`config.mk`:
```
export PLATFORM = sky130hd
export DESIGN_NAME = host_evt_irq_ctrl
export DESIGN_NICKNAME = d
export VERILOG_FILES = /design/src/rtl/hevt_pkg.sv /design/src/rtl/hevt_status_bank.sv /design/src/rtl/hevt_swevt_src.sv /design/src/rtl/hevt_irq_gen.sv /design/src/rtl/host_evt_irq_ctrl.sv
export SDC_FILE = /design/constraint.sdc
export NUM_CORES = 1
export LEC_CHECK = 0
export BUFFER_PORTS_ARGS = -buffer_cell sky130_fd_sc_hd__buf_4
export CORE_MARGIN = 10
export CORE_UTILIZATION = 50
export DETAILED_ROUTE_END_ITERATION = 10
export GPL_TIMING_DRIVEN = 0
export PLACE_DENSITY_LB_ADDON = 0.12
export SLEW_MARGIN = 10
export SYNTH_ARGS = -nofsm -noshare
export SYNTH_HDL_FRONTEND = slang
export SYNTH_SLANG_ARGS = --single-unit
```
`constraint.sdc`:
```
create_clock -name clk -period 0.9 [get_ports clk]
set_input_delay 0.045 -clock clk [delete_from_list [all_inputs] [get_ports clk]]
set_output_delay 0.045 -clock clk [all_outputs]
set_load 0.01 [all_outputs]
```
`src/rtl/hevt_pkg.sv`:
```
package hevt_pkg;
  localparam int DW = 8;
  localparam int AW = 2;

  localparam int BIT_RI1  = 0;
  localparam int BIT_RI2  = 1;
  localparam int BIT_RING = 3;
  localparam int BIT_SW   = 6;
  localparam int BIT_MIRQ = 7;

  // wake register bits used as software-event sources
  localparam int WAKE_EDGE_BIT = 6;
  localparam int WAKE_WR_BIT   = 1;

  localparam logic [DW-1:0] IMPL_MASK = 8'hCB;

  typedef enum logic [AW-1:0] {
    ADDR_STATUS = 2'd0,
    ADDR_ENABLE = 2'd1,
    ADDR_CTRL   = 2'd2,
    ADDR_WAKE   = 2'd3
  } reg_addr_e;
endpackage

```
`src/rtl/hevt_status_bank.sv`:
```
module hevt_status_bank
  import hevt_pkg::*;
#(
  parameter int              W    = DW,
  parameter logic [W-1:0]    IMPL = IMPL_MASK
) (
  input  logic         clk,
  input  logic         rst_n,
  input  logic [W-1:0] set_i,
  input  logic [W-1:0] clr_i,
  output logic [W-1:0] status_o
);
  logic [W-1:0] st_q;
  logic [W-1:0] st_nxt;

  for (genvar i = 0; i < W; i++) begin : g_bit
    if (IMPL[i]) begin : g_impl
      // set has priority over a same-cycle write-1 clear
      assign st_nxt[i] = set_i[i] | (st_q[i] & ~clr_i[i]);

      assert_set_wins_R5: assert property (@(posedge clk) disable iff (!rst_n)
        set_i[i] |=> st_q[i]);
      assert_w1c_clears_R4: assert property (@(posedge clk) disable iff (!rst_n)
        (clr_i[i] && !set_i[i]) |=> !st_q[i]);
      assert_sticky_R3: assert property (@(posedge clk) disable iff (!rst_n)
        (st_q[i] && !clr_i[i]) |=> st_q[i]);
    end else begin : g_rsvd
      assign st_nxt[i] = 1'b0;
    end
  end

  always_ff @(posedge clk or negedge rst_n) begin
    if (!rst_n) st_q <= '0;
    else        st_q <= st_nxt;
  end

  assign status_o = st_q;
endmodule

```
`src/rtl/hevt_swevt_src.sv`:
```
module hevt_swevt_src
  import hevt_pkg::*;
#(
  parameter int W  = DW,
  parameter int AWID = AW
) (
  input  logic            clk,
  input  logic            rst_n,
  input  logic            wr_i,
  input  logic [AWID-1:0] addr_i,
  input  logic [W-1:0]    wdata_i,
  output logic [W-1:0]    wake_o,
  output logic            mode_o,
  output logic            set_o
);
  logic [W-1:0] wake_q;
  logic         mode_q;
  logic         wake_wr;
  logic         ctrl_wr;

  assign wake_wr = wr_i && (addr_i == ADDR_WAKE);
  assign ctrl_wr = wr_i && (addr_i == ADDR_CTRL);

  always_ff @(posedge clk or negedge rst_n) begin
    if (!rst_n) begin
      wake_q <= '0;
      mode_q <= 1'b0;
    end else begin
      if (wake_wr) wake_q <= wdata_i;
      if (ctrl_wr) mode_q <= wdata_i[0];
    end
  end

  // mode 0: rising edge of the edge bit caused by this write
  // mode 1: any write carrying 1 in the write bit
  always_comb begin
    set_o = 1'b0;
    if (wake_wr) begin
      if (mode_q) set_o = wdata_i[WAKE_WR_BIT];
      else        set_o = wdata_i[WAKE_EDGE_BIT] & ~wake_q[WAKE_EDGE_BIT];
    end
  end

  assign wake_o = wake_q;
  assign mode_o = mode_q;
endmodule

```
`src/rtl/hevt_irq_gen.sv`:
```
module hevt_irq_gen #(
  parameter int W = 8
) (
  input  logic         clk,
  input  logic         rst_n,
  input  logic [W-1:0] status_i,
  input  logic [W-1:0] enable_i,
  output logic         irq_o
);
  logic irq_q;

  always_ff @(posedge clk or negedge rst_n) begin
    if (!rst_n) irq_q <= 1'b0;
    else        irq_q <= |(status_i & enable_i);
  end

  assign irq_o = irq_q;
endmodule

```
`src/rtl/host_evt_irq_ctrl.sv`:
```
module host_evt_irq_ctrl
  import hevt_pkg::*;
#(
  parameter int W    = DW,
  parameter int AWID = AW
) (
  input  logic            clk,
  input  logic            rst_n,
  input  logic            ev_ri1_i,
  input  logic            ev_ri2_i,
  input  logic            ev_ring_i,
  input  logic            ev_mirq_i,
  input  logic            reg_wr_i,
  input  logic [AWID-1:0] reg_addr_i,
  input  logic [W-1:0]    reg_wdata_i,
  output logic [W-1:0]    reg_rdata_o,
  output logic            irq_o
);
  localparam logic [W-1:0] MASK = W'(IMPL_MASK);

  logic [W-1:0] status;
  logic [W-1:0] en_q;
  logic [W-1:0] wake;
  logic [W-1:0] set_vec;
  logic [W-1:0] clr_vec;
  logic         mode;
  logic         sw_set;
  logic         masked;

  hevt_swevt_src #(.W(W), .AWID(AWID)) u_swevt (
    .clk(clk), .rst_n(rst_n), .wr_i(reg_wr_i), .addr_i(reg_addr_i),
    .wdata_i(reg_wdata_i), .wake_o(wake), .mode_o(mode), .set_o(sw_set)
  );

  always_comb begin
    set_vec           = '0;
    set_vec[BIT_RI1]  = ev_ri1_i;
    set_vec[BIT_RI2]  = ev_ri2_i;
    set_vec[BIT_RING] = ev_ring_i;
    set_vec[BIT_SW]   = sw_set;
    set_vec[BIT_MIRQ] = ev_mirq_i;
  end

  assign clr_vec = (reg_wr_i && reg_addr_i == ADDR_STATUS) ? (reg_wdata_i & MASK) : '0;

  hevt_status_bank #(.W(W), .IMPL(MASK)) u_status (
    .clk(clk), .rst_n(rst_n), .set_i(set_vec), .clr_i(clr_vec), .status_o(status)
  );

  always_ff @(posedge clk or negedge rst_n) begin
    if (!rst_n) en_q <= '0;
    else if (reg_wr_i && reg_addr_i == ADDR_ENABLE) en_q <= reg_wdata_i & MASK;
  end

  hevt_irq_gen #(.W(W)) u_irq (
    .clk(clk), .rst_n(rst_n), .status_i(status), .enable_i(en_q), .irq_o(irq_o)
  );

  always_comb begin
    case (reg_addr_i)
      ADDR_STATUS: reg_rdata_o = status;
      ADDR_ENABLE: reg_rdata_o = en_q;
      ADDR_CTRL:   reg_rdata_o = {{(W-1){1'b0}}, mode};
      default:     reg_rdata_o = wake;
    endcase
  end

  assign masked = |(status & en_q);

  assert_irq_rises_R8: assert property (@(posedge clk) disable iff (!rst_n)
    masked |=> irq_o);
  assert_irq_falls_R8: assert property (@(posedge clk) disable iff (!rst_n)
    !masked |=> !irq_o);
  assert_edge_mode_sets_R6: assert property (@(posedge clk) disable iff (!rst_n)
    (!mode && reg_wr_i && reg_addr_i == ADDR_WAKE && reg_wdata_i[WAKE_EDGE_BIT]
     && !wake[WAKE_EDGE_BIT]) |=> status[BIT_SW]);
  assert_write_mode_sets_R7: assert property (@(posedge clk) disable iff (!rst_n)
    (mode && reg_wr_i && reg_addr_i == ADDR_WAKE && reg_wdata_i[WAKE_WR_BIT])
    |=> status[BIT_SW]);
endmodule

```
* Word-level counts from Yosys, hierarchy flattened *
Cells that the tools add are included.

word-level totals
  register bits = 20
  output and inout port bits = 9
  bits of input ports = 17
  logic and storage cells = 36

cells by class
  equal/unequal tests = 3
  bitwise logic cells = 18
  reduce and logical (&&, ||, !) cells = 6
  muxes and demuxes = 4

operator list
  kind                count
  $pmux 8 s3          1
  $and 8x8->8         1
  $mux 8              1
  $reduce_or 8->1     1
  $and 1x1->1         6
  $not 1->1           6
  $or 1x1->1          5
  $eq 2x2->1 const B  2
  $logic_and 1x1->1   4
  $eq 2x1->1 const B  1
  $logic_not 2->1     1
  $mux 1              2

* Logic depth before layout (Yosys ltp) *
  depth after elaboration = 6
  gate-level depth with buffers = 4
  mapped depth without buffers = 3

* Hierarchy *
A second synthesis with hierarchy kept.

second synthesis, totals
  cell total of the unflattened synthesis = 82
  area, all modules = 1047.3 µm²

modules (own cells, without submodules)
  module             area each (µm²)  seq. area each (µm²)  cells each  instances
  host_evt_irq_ctrl  409.1            125.1                 34          1
  hevt_swevt_src     369.1            225.2                 23          1
  hevt_status_bank   207.7            125.1                 19          1
  hevt_irq_gen       61.3             25.0                  6           1

* Worst setup path before layout *
Ideal clock, no wire load.

  path type = reg-to-output
  from = reg u_swevt.mode_q, in the netlist u_swevt.mode_o
  to = out reg_rdata_o[0]
  cell stages (with the launch flop) = 2
  required time = 0.855 ns
  arrival time = 0.913 ns
  buffers on the path = 0
  slack = -0.058 ns
  cells stage by stage = dfrtp_1 mux4_1

between the ends
  cells in the longest elaborated chain, start to end = 1

RTL lines
  element                 line                     source
  from (decl)             hevt_swevt_src.sv:17     logic mode_q;
  from (signal assigned)  hevt_swevt_src.sv:30     if (ctrl_wr) mode_q <= wdata_i[0];
  $pmux 8 s3              host_evt_irq_ctrl.sv:60  case (reg_addr_i)
  to (decl)               host_evt_irq_ctrl.sv:16  output logic [W-1:0] reg_rdata_o,

Every way passes these cells.

* Worst setup path in the final report *
  from = reg u_swevt.wake_q[0], in the netlist u_swevt.wake_o[0]
  to = out reg_rdata_o[0]

between the ends
  cells in the longest elaborated chain, start to end = 1

RTL lines
  element                 line                     source
  from (decl)             hevt_swevt_src.sv:16     logic [W-1:0] wake_q;
  from (signal assigned)  hevt_swevt_src.sv:29     if (wake_wr) wake_q <= wdata_i;
  $pmux 8 s3              host_evt_irq_ctrl.sv:60

Every way passes these cells.

==> impl_results.md <==
* Final count of hold timing violations at 0
* Synth unique cells at 17
* Fmax at 732 MHz
* Post-synth EDFFs at 0
* Synth async-reset ratio at 100%
* Setup Crit Path Kind: register to primary output
* Clock sinks at 20
* Area leader, netlist: dfrtp_1
* Die Span X at 64.2 µm
* Syn_nets at 86
* Peak supply drop at 1.37 mV
* Multi-input gate area at 505 µm²
* Worst R2R Setup Slack at -0.26 ns
* Die height at about 64 µm
* Clock-pin transition on the worst setup and hold timing paths at 0.12 ns
* Crit-path max FO at 2
* Sequential share of the synthesized area at around half
* Fillers at 82
* Root Buffer: clkbuf_4
* Gate Count Post-Synth at 69
* Synth Warn # at 0
* Buf/Inv on CP at 1
* Hold endpoint: u_status.status_o[3]$_DFF_PN0_
* Wire per inst at around 17 µm
* Max Clock Skew at approximately 0.006 ns
* Ranking of synthesized cells by area: dfrtp_1 (51%), mux2_4 (12%), mux2_2 (8.1%), a22o_1 (3.6%), mux2_1 (3.5%)
* DRC at 0
* Primary FF master, synth: dfrtp_1
* Status: finished with violations
* TritonCTS clock tree: built
* RePlAce Congestion at 0.723
* Critical path arrival at about 1.3 ns
* Cell with the most instances after synthesis: dfrtp_1
* Worst hold margin at 0.136 ns
* DR pass1 iterations at 4
* Nets@finish at between 100 and 150
* Port bufs at 25
* LEAKAGE at between 0.0007 and 0.0008 µW
* Share of cells above drive strength 1 at 56.8%
* Detailed Place HPWL at 1550 µm
* Initial Util at 54.7%
* Final WS setup at -0.466 ns
* Slew margin rel. at 71.5%
* Vias at between 700 and 800
* Grt ovf at 0
* Area share of the largest cell type after synthesis at approximately half
* Vias in the first global route at 875
* Num CTS Buffers at 3
* Post-DR vias/cell at 5.23
* Period utilization at 152%
* Placed instance count at 119
* DIE AREA at slightly above 4000 µm²
* Rows at 15
* Antenna Violating Nets Remaining at 0
* Worst hold path class: input pin to register
* Register bit total from synthesis at 20
* Worst skew pair latency at 0.31 ns
* Setup Viol. Count Final at 13
* Critical Path Max Stage Delay at 0.48 ns
* Max H-tree Level at 1
* Hold path startpoint: reg_addr_i[1]
* Crit end category: primary output
* Overall Global Routing Usage at 12.3%
* Crit path launch type: register
* Global-route wire length before repair at a little over 4000 µm
* Largest net degree at the start of global routing at 21
* Antenna violations before repair at 1
* Pre-CTS setup slack at -0.152 ns
* I/O pin count at 26
* Detailed Route WL at 2640 µm
* RSZ-0062 raised after global routing: true
* Total of max-cap violations at 0
* Sequential cell area at around 500 µm²
* CP Data Required Time at 0.85 ns
* Reg2reg start: en_q[0]$_DFFE_PN0P_
* DRT iter0 DRCs at 39
* Syn avg cell area at 14.1 µm²
* R2R cell count at 4
* Failing checks: setup timing
* Longest Clk Path Bufs at 2
* Fin crit period at 1.37 ns
* Slowest CP cell: mux4_2
* Crit Reg-Reg Endpoint: u_irq.irq_o$_DFF_PN0_
* Hold path depth at 4
* Cell chain of the critical path: mux4_2 -> buf_6
* Final max-slew violation count at 0
* Cell area power density at 1660 nW/µm²
* Least-Margin Pin Slew at 0.426 ns
* Largest delay share family, worst path: multiplexers
* Area Overhead vs Synth at 61.1%
* Layout Cells excl Fill at 151
* Mapped Area at 975 µm²
* Synth cell count leaders: dfrtp_1 (20), mux2_4 (8), mux2_2 (7), nand2_1 (7)
* Core Region at 1780 µm²
-- cells by family after synthesis --
group                  count (synthesis)  synth area share (%)
and+or+nand+nor                       16                  9.63
muxes                                 19                  26.6
AOI/OAI and AO/OA                     12                  10.1
DFF                                   20                  51.3
buffers and inverters                  2                  2.31
-- layout make-up --
cell class                      count  share of cell area [%]
Antenna cell                        1                   0.159
Multi-Input combinational cell     47                    32.2
Tap cell                           25                    1.99
Sequential cell                    20                    31.9
Buffer                              2                    1.43
Timing Repair Buffer               52                    30.0
Clock buffer                        4                    2.31
-- flip-flops by register name, summed over array words and instances, names as in the netlist --
register,count
u_swevt.wake_o,8
en_q,5
u_status.status_o,5
u_swevt.mode_o,1
u_irq.irq_o,1
-- worst min-delay path, delay by kind of cell --
kind                   cells  cell delay, ns
AOI/OAI and AO/OA          1            0.10
buffers and inverters      1            0.11
and+or+nand+nor            2            0.15
-- how the worst max path moves through the flow --
| stage | from | end | cells after the start |
|---|---|---|---|
| floorplan | u_swevt.mode_o$_DFFE_PN0P_ | reg_rdata_o[0] | 1 |
| global placement | u_swevt.mode_o$_DFFE_PN0P_ | reg_rdata_o[0] | 2 |
| detailed placement | u_swevt.mode_o$_DFFE_PN0P_ | reg_rdata_o[0] | 2 |
| CTS | u_swevt.wake_o[0]$_DFFE_PN0P_ | reg_rdata_o[0] | 2 |
| global route | en_q[0]$_DFFE_PN0P_ | reg_rdata_o[0] | 2 |
| finish | u_swevt.wake_o[0]$_DFFE_PN0P_ | reg_rdata_o[0] | 2 |
-- repair_timing --
action                                  in CTS  in global routing
endpoints found under the setup margin       9                 15
pin swaps                                    7                  2
gates resized for setup                     11                 15
hold buffers                                13                  0
setup buffers                                9                  7
hold endpoints to repair                    37                  0
-- per-stage QoR --
stage | util (%) | total power (µW) | setup TNS (ns) | instance area [µm²]
2_1_floorplan | - | 1480 | -0.00999 | 975
3_3_place_gp | 66.9 | 1700 | -1.84 | 1190
3_5_place_dp | 66.9 | 1710 | -1.88 | 1190
4_1_cts | 82.4 | 2440 | -2.70 | 1470
5_1_grt | 88.1 | 2720 | -3.41 | 1570
6_report | 88.1 | 2610 | -2.96 | 1570
-- power by group --
| group | switching (µW) | leakage (µW) | total, µW | internal [µW] |
|---|---|---|---|---|
| clock | 290 | 0.0000210 | 537 | 247 |
| sequential | 94.1 | 0.000224 | 1140 | 1040 |
| combinational | 302 | 0.000497 | 936 | 634 |
| total | 686 | 0.000742 | 2610 | 1920 |
-- layout by cell type (no fill, tap or decap), types with 2 or more instances in the layout --
cell type	n
a21o_1	4
a22o_1	4
and3_4	3
buf_4	26
buf_6	15
clkbuf_4	3
dfrtp_1	20
dlygate4sd3_1	13
mux2_2	2
mux2_4	16
nand2_1	7
nor2_1	2
-- per-layer routing --
| metal | global-route usage (%) | wire [µm] | up-vias |
|---|---|---|---|
| met1 | 14.1 | 1180 | 392 |
| met3 | 2.44 | 120 | 4 |
| met2 | 21.1 | 1310 | 25 |
| met4 | 6.15 | 28 | 0 |
| met5 | 0 | 0 | - |
| li1 | - | - | 368 |
Note: power is estimated with default switching activity, not from simulation.
